--- src/rtl/arq_pkg.sv ---
package arq_pkg;

  typedef enum logic [1:0] {
    ST_IDLE   = 2'd0,
    ST_HOLD   = 2'd1,
    ST_SEND   = 2'd2,
    ST_LISTEN = 2'd3
  } arqState_e;

  typedef struct packed {
    logic newPayload;
    logic retxInc;
    logic setSent;
    logic setMaxRt;
  } arqStrobe_t;

endpackage

--- src/rtl/arq_datapath.sv ---
module arq_datapath
  import arq_pkg::*;
#(
  parameter int CNT_W         = 4,
  parameter int CE_MIN_CYCLES = 8
) (
  input  logic             clk,
  input  logic             rstN,
  input  logic             chipEn,
  input  arqStrobe_t       stb,
  input  logic [CNT_W-1:0] maxRetry,
  input  logic             statWrEn,
  input  logic [2:0]       statWrData,
  output logic             ceQual,
  output logic [CNT_W-1:0] retxCnt,
  output logic [CNT_W-1:0] lostCnt,
  output logic             sentFlag,
  output logic             maxRtFlag
);

  localparam int CE_W = $clog2(CE_MIN_CYCLES + 1);
  localparam logic [CE_W-1:0] CE_LAST = CE_W'(CE_MIN_CYCLES - 1);
  localparam logic [CNT_W-1:0] LOST_MAX = '1;

  logic [CE_W-1:0] ceCnt;
  logic clrSent, clrMaxRt, clrLost;
  logic [CNT_W-1:0] lostBase;

  assign clrSent  = statWrEn && statWrData[0];
  assign clrMaxRt = statWrEn && statWrData[1];
  assign clrLost  = statWrEn && statWrData[2];

  // chip-enable high-time qualification
  always_ff @(posedge clk) begin
    if (!rstN) ceCnt <= '0;
    else if (!chipEn) ceCnt <= '0;
    else if (ceCnt != CE_LAST) ceCnt <= ceCnt + 1'b1;
  end

  assign ceQual = chipEn && (ceCnt == CE_LAST);

  // retransmit counter, restarted per payload
  always_ff @(posedge clk) begin
    if (!rstN) retxCnt <= '0;
    else if (stb.newPayload) retxCnt <= '0;
    else if (stb.retxInc) retxCnt <= retxCnt + 1'b1;
  end

  // lost packet counter, saturating, clear then count
  always_comb begin
    lostBase = clrLost ? '0 : lostCnt;
    if (stb.setMaxRt && lostBase != LOST_MAX) lostBase = lostBase + 1'b1;
  end

  always_ff @(posedge clk) begin
    if (!rstN) lostCnt <= '0;
    else lostCnt <= lostBase;
  end

  // status flags, set beats clear
  always_ff @(posedge clk) begin
    if (!rstN) begin
      sentFlag  <= 1'b0;
      maxRtFlag <= 1'b0;
    end else begin
      sentFlag  <= stb.setSent  || (sentFlag  && !clrSent);
      maxRtFlag <= stb.setMaxRt || (maxRtFlag && !clrMaxRt);
    end
  end

  p_retx_below_limit_r6: assert property (@(posedge clk) disable iff (!rstN)
    stb.retxInc |-> (retxCnt < maxRetry));

  p_lost_saturates_r7: assert property (@(posedge clk) disable iff (!rstN)
    (lostCnt == LOST_MAX && !clrLost) |=> lostCnt == LOST_MAX);

  p_maxrt_counts_loss_r7: assert property (@(posedge clk) disable iff (!rstN)
    (stb.setMaxRt && !clrLost && lostCnt != LOST_MAX) |=> lostCnt != $past(lostCnt));

endmodule

--- src/rtl/arq_ctrl.sv ---
module arq_ctrl
  import arq_pkg::*;
#(
  parameter int CNT_W = 4
) (
  input  logic             clk,
  input  logic             rstN,
  input  logic             chipEn,
  input  logic             fifoEmpty,
  input  logic             autoAckEn,
  input  logic             autoRetxEn,
  input  logic             noAckBit,
  input  logic             radioDone,
  input  logic             ackRcvd,
  input  logic             ackTimeout,
  input  logic             ceQual,
  input  logic             maxRtFlag,
  input  logic [CNT_W-1:0] retxCnt,
  input  logic [CNT_W-1:0] maxRetry,
  output arqStrobe_t       stb,
  output logic             fifoPop,
  output logic             txStart,
  output logic             rxListen,
  output logic [1:0]       modeOut
);

  arqState_e state, nextState, doneDest;
  logic retryOk;

  assign retryOk  = autoRetxEn && (retxCnt < maxRetry);
  assign doneDest = chipEn ? ST_HOLD : ST_IDLE;

  always_comb begin
    nextState = state;
    stb       = '0;
    fifoPop   = 1'b0;
    txStart   = 1'b0;
    rxListen  = 1'b0;
    unique case (state)
      ST_IDLE: begin
        if (ceQual && !fifoEmpty && !maxRtFlag) begin
          txStart        = 1'b1;
          stb.newPayload = 1'b1;
          nextState      = ST_SEND;
        end
      end
      ST_HOLD: begin
        if (!chipEn) begin
          nextState = ST_IDLE;
        end else if (!fifoEmpty && !maxRtFlag) begin
          txStart        = 1'b1;
          stb.newPayload = 1'b1;
          nextState      = ST_SEND;
        end
      end
      ST_SEND: begin
        if (radioDone) begin
          if (autoAckEn && !noAckBit) begin
            rxListen  = 1'b1;
            nextState = ST_LISTEN;
          end else begin
            stb.setSent = 1'b1;
            fifoPop     = 1'b1;
            nextState   = doneDest;
          end
        end
      end
      ST_LISTEN: begin
        if (ackRcvd) begin
          stb.setSent = 1'b1;
          fifoPop     = 1'b1;
          nextState   = doneDest;
        end else if (ackTimeout) begin
          if (retryOk) begin
            txStart     = 1'b1;
            stb.retxInc = 1'b1;
            nextState   = ST_SEND;
          end else begin
            stb.setMaxRt = 1'b1;
            nextState    = doneDest;
          end
        end
      end
      default: nextState = ST_IDLE;
    endcase
  end

  always_ff @(posedge clk) begin
    if (!rstN) state <= ST_IDLE;
    else state <= nextState;
  end

  assign modeOut = state;

  p_no_start_blocked_r8: assert property (@(posedge clk) disable iff (!rstN)
    maxRtFlag |-> !txStart);

  p_hold_exit_r11: assert property (@(posedge clk) disable iff (!rstN)
    (state == ST_HOLD && !chipEn) |=> state == ST_IDLE);

  p_no_pop_on_fail_r7: assert property (@(posedge clk) disable iff (!rstN)
    (state == ST_LISTEN && ackTimeout && !ackRcvd) |-> !fifoPop);

endmodule

--- src/rtl/arq_tx_ctrl.sv ---
module arq_tx_ctrl
  import arq_pkg::*;
#(
  parameter int CNT_W         = 4,
  parameter int CE_MIN_CYCLES = 8
) (
  input  logic             clk,
  input  logic             rstN,
  input  logic             chipEn,
  input  logic             fifoEmpty,
  input  logic             autoAckEn,
  input  logic             autoRetxEn,
  input  logic             noAckBit,
  input  logic [CNT_W-1:0] maxRetry,
  input  logic             radioDone,
  input  logic             ackRcvd,
  input  logic             ackTimeout,
  input  logic             statWrEn,
  input  logic [2:0]       statWrData,
  output logic             fifoPop,
  output logic             txStart,
  output logic             rxListen,
  output logic             dataSentFlag,
  output logic             maxRetryFlag,
  output logic             irq,
  output logic [CNT_W-1:0] retxCount,
  output logic [CNT_W-1:0] lostCount,
  output logic [1:0]       modeOut
);

  arqStrobe_t stb;
  logic ceQual;

  arq_ctrl #(.CNT_W(CNT_W)) i_ctrl (
    .clk, .rstN, .chipEn, .fifoEmpty, .autoAckEn, .autoRetxEn, .noAckBit,
    .radioDone, .ackRcvd, .ackTimeout, .ceQual,
    .maxRtFlag(maxRetryFlag), .retxCnt(retxCount), .maxRetry,
    .stb, .fifoPop, .txStart, .rxListen, .modeOut
  );

  arq_datapath #(.CNT_W(CNT_W), .CE_MIN_CYCLES(CE_MIN_CYCLES)) i_datapath (
    .clk, .rstN, .chipEn, .stb, .maxRetry, .statWrEn, .statWrData,
    .ceQual, .retxCnt(retxCount), .lostCnt(lostCount),
    .sentFlag(dataSentFlag), .maxRtFlag(maxRetryFlag)
  );

  assign irq = dataSentFlag || maxRetryFlag;

  p_pop_sets_sent_r5: assert property (@(posedge clk) disable iff (!rstN)
    fifoPop |=> dataSentFlag);

  p_idle_start_needs_ce_r2: assert property (@(posedge clk) disable iff (!rstN)
    (txStart && modeOut == 2'd0) |-> (chipEn && $past(chipEn)));

endmodule

--- config.mk ---
export PLATFORM = sky130hd
export DESIGN_NAME = arq_tx_ctrl
export DESIGN_NICKNAME = d
export VERILOG_FILES = /design/src/rtl/arq_pkg.sv /design/src/rtl/arq_datapath.sv /design/src/rtl/arq_ctrl.sv /design/src/rtl/arq_tx_ctrl.sv
export SDC_FILE = /design/constraint.sdc
export NUM_CORES = 1
export LEC_CHECK = 0
export ABC_AREA = 1
export ABC_CLOCK_PERIOD_IN_PS = 1500
export BUFFER_PORTS_ARGS = -buffer_cell sky130_fd_sc_hd__buf_4
export CELL_PAD_IN_SITES_DETAIL_PLACEMENT = 0
export CELL_PAD_IN_SITES_GLOBAL_PLACEMENT = 1
export CORE_UTILIZATION = 33
export CTS_BUF_LIST = sky130_fd_sc_hd__clkbuf_4
export DETAILED_ROUTE_END_ITERATION = 12
export PLACE_DENSITY = 0.83
export SYNTH_ARGS = -nofsm -noshare
export SYNTH_HDL_FRONTEND = slang
export SYNTH_HIERARCHICAL = 1
export SYNTH_SLANG_ARGS = --single-unit
--- constraint.sdc ---
create_clock -name clk -period 1.5 [get_ports clk]
set_input_delay 0.075 -clock clk [delete_from_list [all_inputs] [get_ports clk]]
set_output_delay 0.075 -clock clk [all_outputs]
set_load 0.05 [all_outputs]
**Word-level counts from Yosys, hierarchy flattened**

Index checks and enable logic that the tools add are counted.

- Logic and storage cells: 77
- Input bits: 18
- Output and inout port bits: 16
- Register bits after elaboration: 16

- Add/subtract/negate cells: 3
- Reduce and logical (&&, ||, !) cells: 24
- Eq/ne operators: 10
- Bitwise operators: 1
- Order comparisons: 1
- Muxes and demuxes: 32

Operators by type and width:

| kind | count |
|---|---|
| $mux 1 | 18 |
| $mux 2 | 8 |
| $add 4x1->4 const B | 3 |
| $logic_and 1x1->1 | 12 |
| $mux 4 | 2 |
| $pmux 2 s4 | 1 |
| $logic_not 1->1 | 5 |
| $eq 2x2->1 const B | 2 |
| $eq 4x3->1 const B | 1 |
| $lt 4x4->1 | 1 |
| $ne 4x3->1 const B | 1 |
| $ne 4x4->1 const B | 1 |
| $pmux 1 s2 | 2 |
| $reduce_and 4->1 | 1 |
| $logic_or 1x1->1 | 3 |
| $ne 3x2->1 const B | 1 |
| $ne 3x3->1 const B | 1 |
| $pmux 1 s3 | 1 |
| $eq 2x1->1 const B | 1 |
| $logic_not 2->1 | 1 |
| $ne 2x1->1 const B | 1 |
| $ne 2x2->1 const B | 1 |
| $reduce_and 2->1 | 1 |
| $reduce_or 2->1 | 1 |
| $not 1->1 | 1 |

**Longest topological paths before layout**

- Depth in word-level cells: 8
- Depth in mapped cells: 12
- Depth with buffers taken out: 12

**Cells and area by module**

Netlist, hierarchy kept.

By module, submodules not included:

| module | area an instance (µm²) | sequential area each (µm²) | instances | cells an instance |
|---|---|---|---|---|
| arq_datapath | 676.9 | 280.3 | 1 | 87 |
| arq_ctrl | 406.6 | 40.0 | 1 | 70 |
| arq_tx_ctrl | 11.3 | 0.0 | 1 | 3 |

**Worst setup path before layout**

Ideal clock, no wire load.

- Path type: reg2reg
- Start: register i_ctrl.state[1], in the netlist i_ctrl/modeOut[1]
- End: register i_datapath.sentFlag
- Data arrival time: 2,666 ps
- Buffers on the path: 1
- Stages on the path, launching flop included: 8
- Period minus slack after synthesis: 2,731 ps
- Data required time: 1,435 ps
- Slack: -1,231 ps
- Library setup time: 65 ps
- Cells stage by stage: dfxtp_1 inv_2 nor2_4 inv_2 o32ai_1 buf_4 a21oi_1 nor2_1

- Longest elaborated chain between the ends: 3
- Elaborated cells on any way between the ends: 4
- Those cells by class: eq/ne (2); mux (1); reduce/logical (1)

RTL lines:

| what | RTL line | source |
|---|---|---|
| start: declaration | arq_ctrl.sv:27 | `arqState_e state, nextState, doneDest;` |
| start signal: assignment | arq_ctrl.sv:90 | `else state <= nextState;` |
| $eq 2x2->1 | n/a |  |
| $pmux 1 s2 * | n/a |  |
| named net fifoPop | arq_tx_ctrl.sv:20 | `output logic fifoPop,` |
| $logic_or 1x1->1 * | arq_datapath.sv:66 | `sentFlag <= stb.setSent \|\| (sentFlag && !clrSent);` |
| end signal: assignment | arq_datapath.sv:66 |  |
| end: declaration | arq_datapath.sv:17 | `output logic sentFlag,` |

Mark *: on every way through the listed nets, which the timed path passes. The rest lies on a longest branch.
A chain may end at the register's enable or synchronous reset.

**Worst setup path after layout**

- Start: register i_datapath.retxCnt[3]
- End: output txStart

- Longest elaborated chain between the ends: 6

RTL lines:

| what | RTL line | source |
|---|---|---|
| start: declaration | arq_datapath.sv:15 | `output logic [CNT_W-1:0] retxCnt,` |
| start signal: assignment | arq_datapath.sv:46 | `else if (stb.retxInc) retxCnt <= retxCnt + 1'b1;` |
| $lt 4x4->1 | arq_ctrl.sv:30 | `assign retryOk = autoRetxEn && (retxCnt < maxRetry);` |
| $logic_and 1x1->1 | arq_ctrl.sv:30 |  |
| $mux 1 | arq_ctrl.sv:74 | `if (retryOk) begin` |
| $mux 1 | arq_ctrl.sv:73 | `end else if (ackTimeout) begin` |
| $mux 1 | arq_ctrl.sv:69 | `if (ackRcvd) begin` |
| $pmux 1 s3 | arq_ctrl.sv:39 | `unique case (state)` |
| end: declaration | arq_tx_ctrl.sv:21 | `output logic txStart,` |

Every way passes these cells.

==> run metrics <==
Post-layout nets 240; Worst Skew 12.3 ps; WP data arrival 1730 ps; peak supply drop 0.000348 V; sequential cell area fraction in the yosys report 29.3%; clk slew on worst S/H paths 100 ps; Ys Warns 6; P_sw 0.625 mW; CTS tree built; Worst-Skew Late Latency 290 ps; Internal 0.864 mW; CORE AREA 3100 um2; ranking of synthesized cells by area dfxtp_1 (29%), nand2_1 (12%), inv_1 (8.9%), ha_1 (6.9%), a21oi_1 (5.5%); IO buf count 33; Hold Path Class in -> reg; Post-Place Worst Slack -132 ps; area grow syn2layout 64.2%; post-synth net total 184; CP Cell Sequence ha_4 > nand2_2 > nand2_2 > nor2_4 > nand2_4 > nor2_4 > nand2_2 > buf_6 > nand3_4 > buf_8; Iteration-0 DRC Markers 33; Die H 59.6 um; Post-Route WL 2.81 mm; Sw Ratio 42.0%; placed instance count 245; htree depth 1; Post-Syn Area 1090 um2; Static Leak 0.877 nW; root buffer selected by CTS clkbuf_4; area leader, netlist dfxtp_1; clk buf depth 2; Cell Area, Placed 1550 um2; Crit-path slowest cell dfxtp_4; Total GRT Usage 17.7%; Core Rows 20; Syn Area/Cell 6.84 um2; Max-slew headroom 77.6%; drt pass-1 iters 4; WS Path Type reg -> out; R2R setup slack -260 ps; DIE AREA 3550 um2; CP required 1420 ps; routed len/inst 10.9 um; vias post-DR 1,175; GRT Residual Overflow 0; placer congestion estimate 0.827; post-detail-place hpwl 2.15 mm; die width 59.6 um; number of global-route vias before repair 1,206; delay-heaviest family, CP simple AND/OR/NAND/NOR gates; Starting Density 35.3%; CP Max Fanout 2; largest net degree at the start of global routing 10; cts bufs inserted 3; Slew Limit Fails 0; cell mode on critical path nand2_2; clock share of power 15.8%; Worst setup EP type output pin; part of the power in registers 34.8%; Post-Layout Cell Count 259; total negative slack -1900 ps; Mapped Cells 160; Final Setup Violations 10; synth unique cells 27; Worst-Margin Slew 334 ps; Final min period 1810 ps; CTS sink count 16; violated checks negative setup slack; final instance area 1800 um2; # diodes 0; startpoint types flip-flop; max_cap viols 0; Synth top area share 29.3%; post-route setup slack -306 ps; Avg Vias per Cell 4.54; first-pass GRT wire length 4.74 mm; initial antenna violation count 0; Pwr per Cell Area 828 nW/um2; Final ANT Viol Nets 0; RSZ-0062 raised after global routing yes; crit path buf inv count 2; status finished with violations; Ports 34; Comb power frac 49.4%; f_max 554 MHz; slowest stage delay, CP 360 ps; final hold vios 0; ratio of cells with drive above 1 in the final layout 54.0%; Yosys reg bits 16; Finished Core Util 57.9%; Final Cycle Share 120%; DRC 0
[per-layer routing]
| metal | routed length [um] | vias to the layer above | GRT usage [%] |
|---|---|---|---|
| met3 | 156 | 8 | 4.59 |
| met2 | 1450 | 42 | 33.9 |
| li1 | - | 611 | - |
| met1 | 1140 | 514 | 18.5 |
| met5 | 0 | - | 0 |
| met4 | 64 | 0 | 5.98 |
[path summary, 6_finish.rpt]
path / start / cells past startpoint / to
min reg2reg: i_datapath/ceCnt[1] / 2 / i_datapath/ceCnt[1]
max: i_datapath/retxCnt[3] / 10 / txStart
min: rstN / 3 / i_datapath/lostCnt[1]
max reg2reg: i_datapath/retxCnt[3] / 12 / i_datapath/retxCnt[3]
[state kept, by name, summed over array words and instances (netlist names)]
signal,cells
i_datapath/retxCnt,4
i_datapath/maxRtFlag,1
i_ctrl/modeOut,2
i_datapath/ceCnt,4
i_datapath/lostCnt,4
i_datapath/sentFlag,1
[synthesized netlist by cell type]
master   number
nor2_4        4
buf_6         1
ha_1          6
nand4_1       3
buf_4         1
o22ai_1       1
nor2_2        5
o21ai_0       3
nand2_2       2
a21oi_4       1
inv_2         6
xnor2_1       1
nor3b_1       1
nor2_1       16
nand2_4       2
nand2_1      35
o21a_1        1
nand3_1       9
o32ai_1       1
nand4_4       1
a21oi_1      12
nor3_2        1
nor3_1        2
o21ai_1       1
dfxtp_1      16
inv_1        26
xor2_1        2
[per-stage QoR]
stage / hold WS (ps) / power, mW
floorplan: 188 / 1.01
global placement: 359 / 1.14
detailed placement: 362 / 1.15
CTS: 38.9 / 1.42
global route: 49.2 / 1.59
finish: 48.6 / 1.49
[power groups by stage]
stage	Clock (mW)	Combinational [mW]	Sequential [mW]
2_1_floorplan	0	0.412	0.594
3_3_place_gp	0	0.609	0.530
3_5_place_dp	0	0.620	0.529
4_1_cts	0.248	0.655	0.516
5_1_grt	0.267	0.793	0.525
6_report	0.235	0.736	0.518
[area by class of cell]
type                    count  area (um2)
repair buffers             53         432
multi-input cells         110         813
clock inverters             1        3.75
inverters                  32         128
fillers                   307        1310
flip-flops and latches     16         344
well taps                  44        55.1
clock buffers               3        22.5
[tightest hold or removal path: cells and delay by family]
kind	cells	cell delay, ps
simple gates	2	100
buf+inv	1	140
[cell families after synthesis]
family / Yosys count / synth area share [%]
and+or+nand+nor: 81 / 37.9
buffers and inverters: 34 / 12.7
AOI/OAI and AO/OA: 20 / 10.9
DFF: 16 / 29.3
adders and majority gates: 6 / 6.86
xor gates and xnor gates: 3 / 2.40
[repair_timing]
action | CTS | global route
resized for setup | 14 | 29
pin swaps | 10 | 20
hold buffers | 0 | 0
endpoints found under the setup margin | 9 | 13
setup buffers | 6 | 6
cloned | 0 | 0
[placed cells by master (no fill, tap or decap), drive strengths merged]
master,instances
nand2,39
nand4,4
nor3,3
o21a,1
o32ai,1
nor3b,1
o22ai,1
ha,6
dfxtp,16
inv,32
xnor2,1
a21oi,13
clkinv,1
nor2,25
clkbuf,3
buf,53
nand3,9
xor2,2
o21ai,4
No activity file was read; power rests on OpenSTA's default activity.
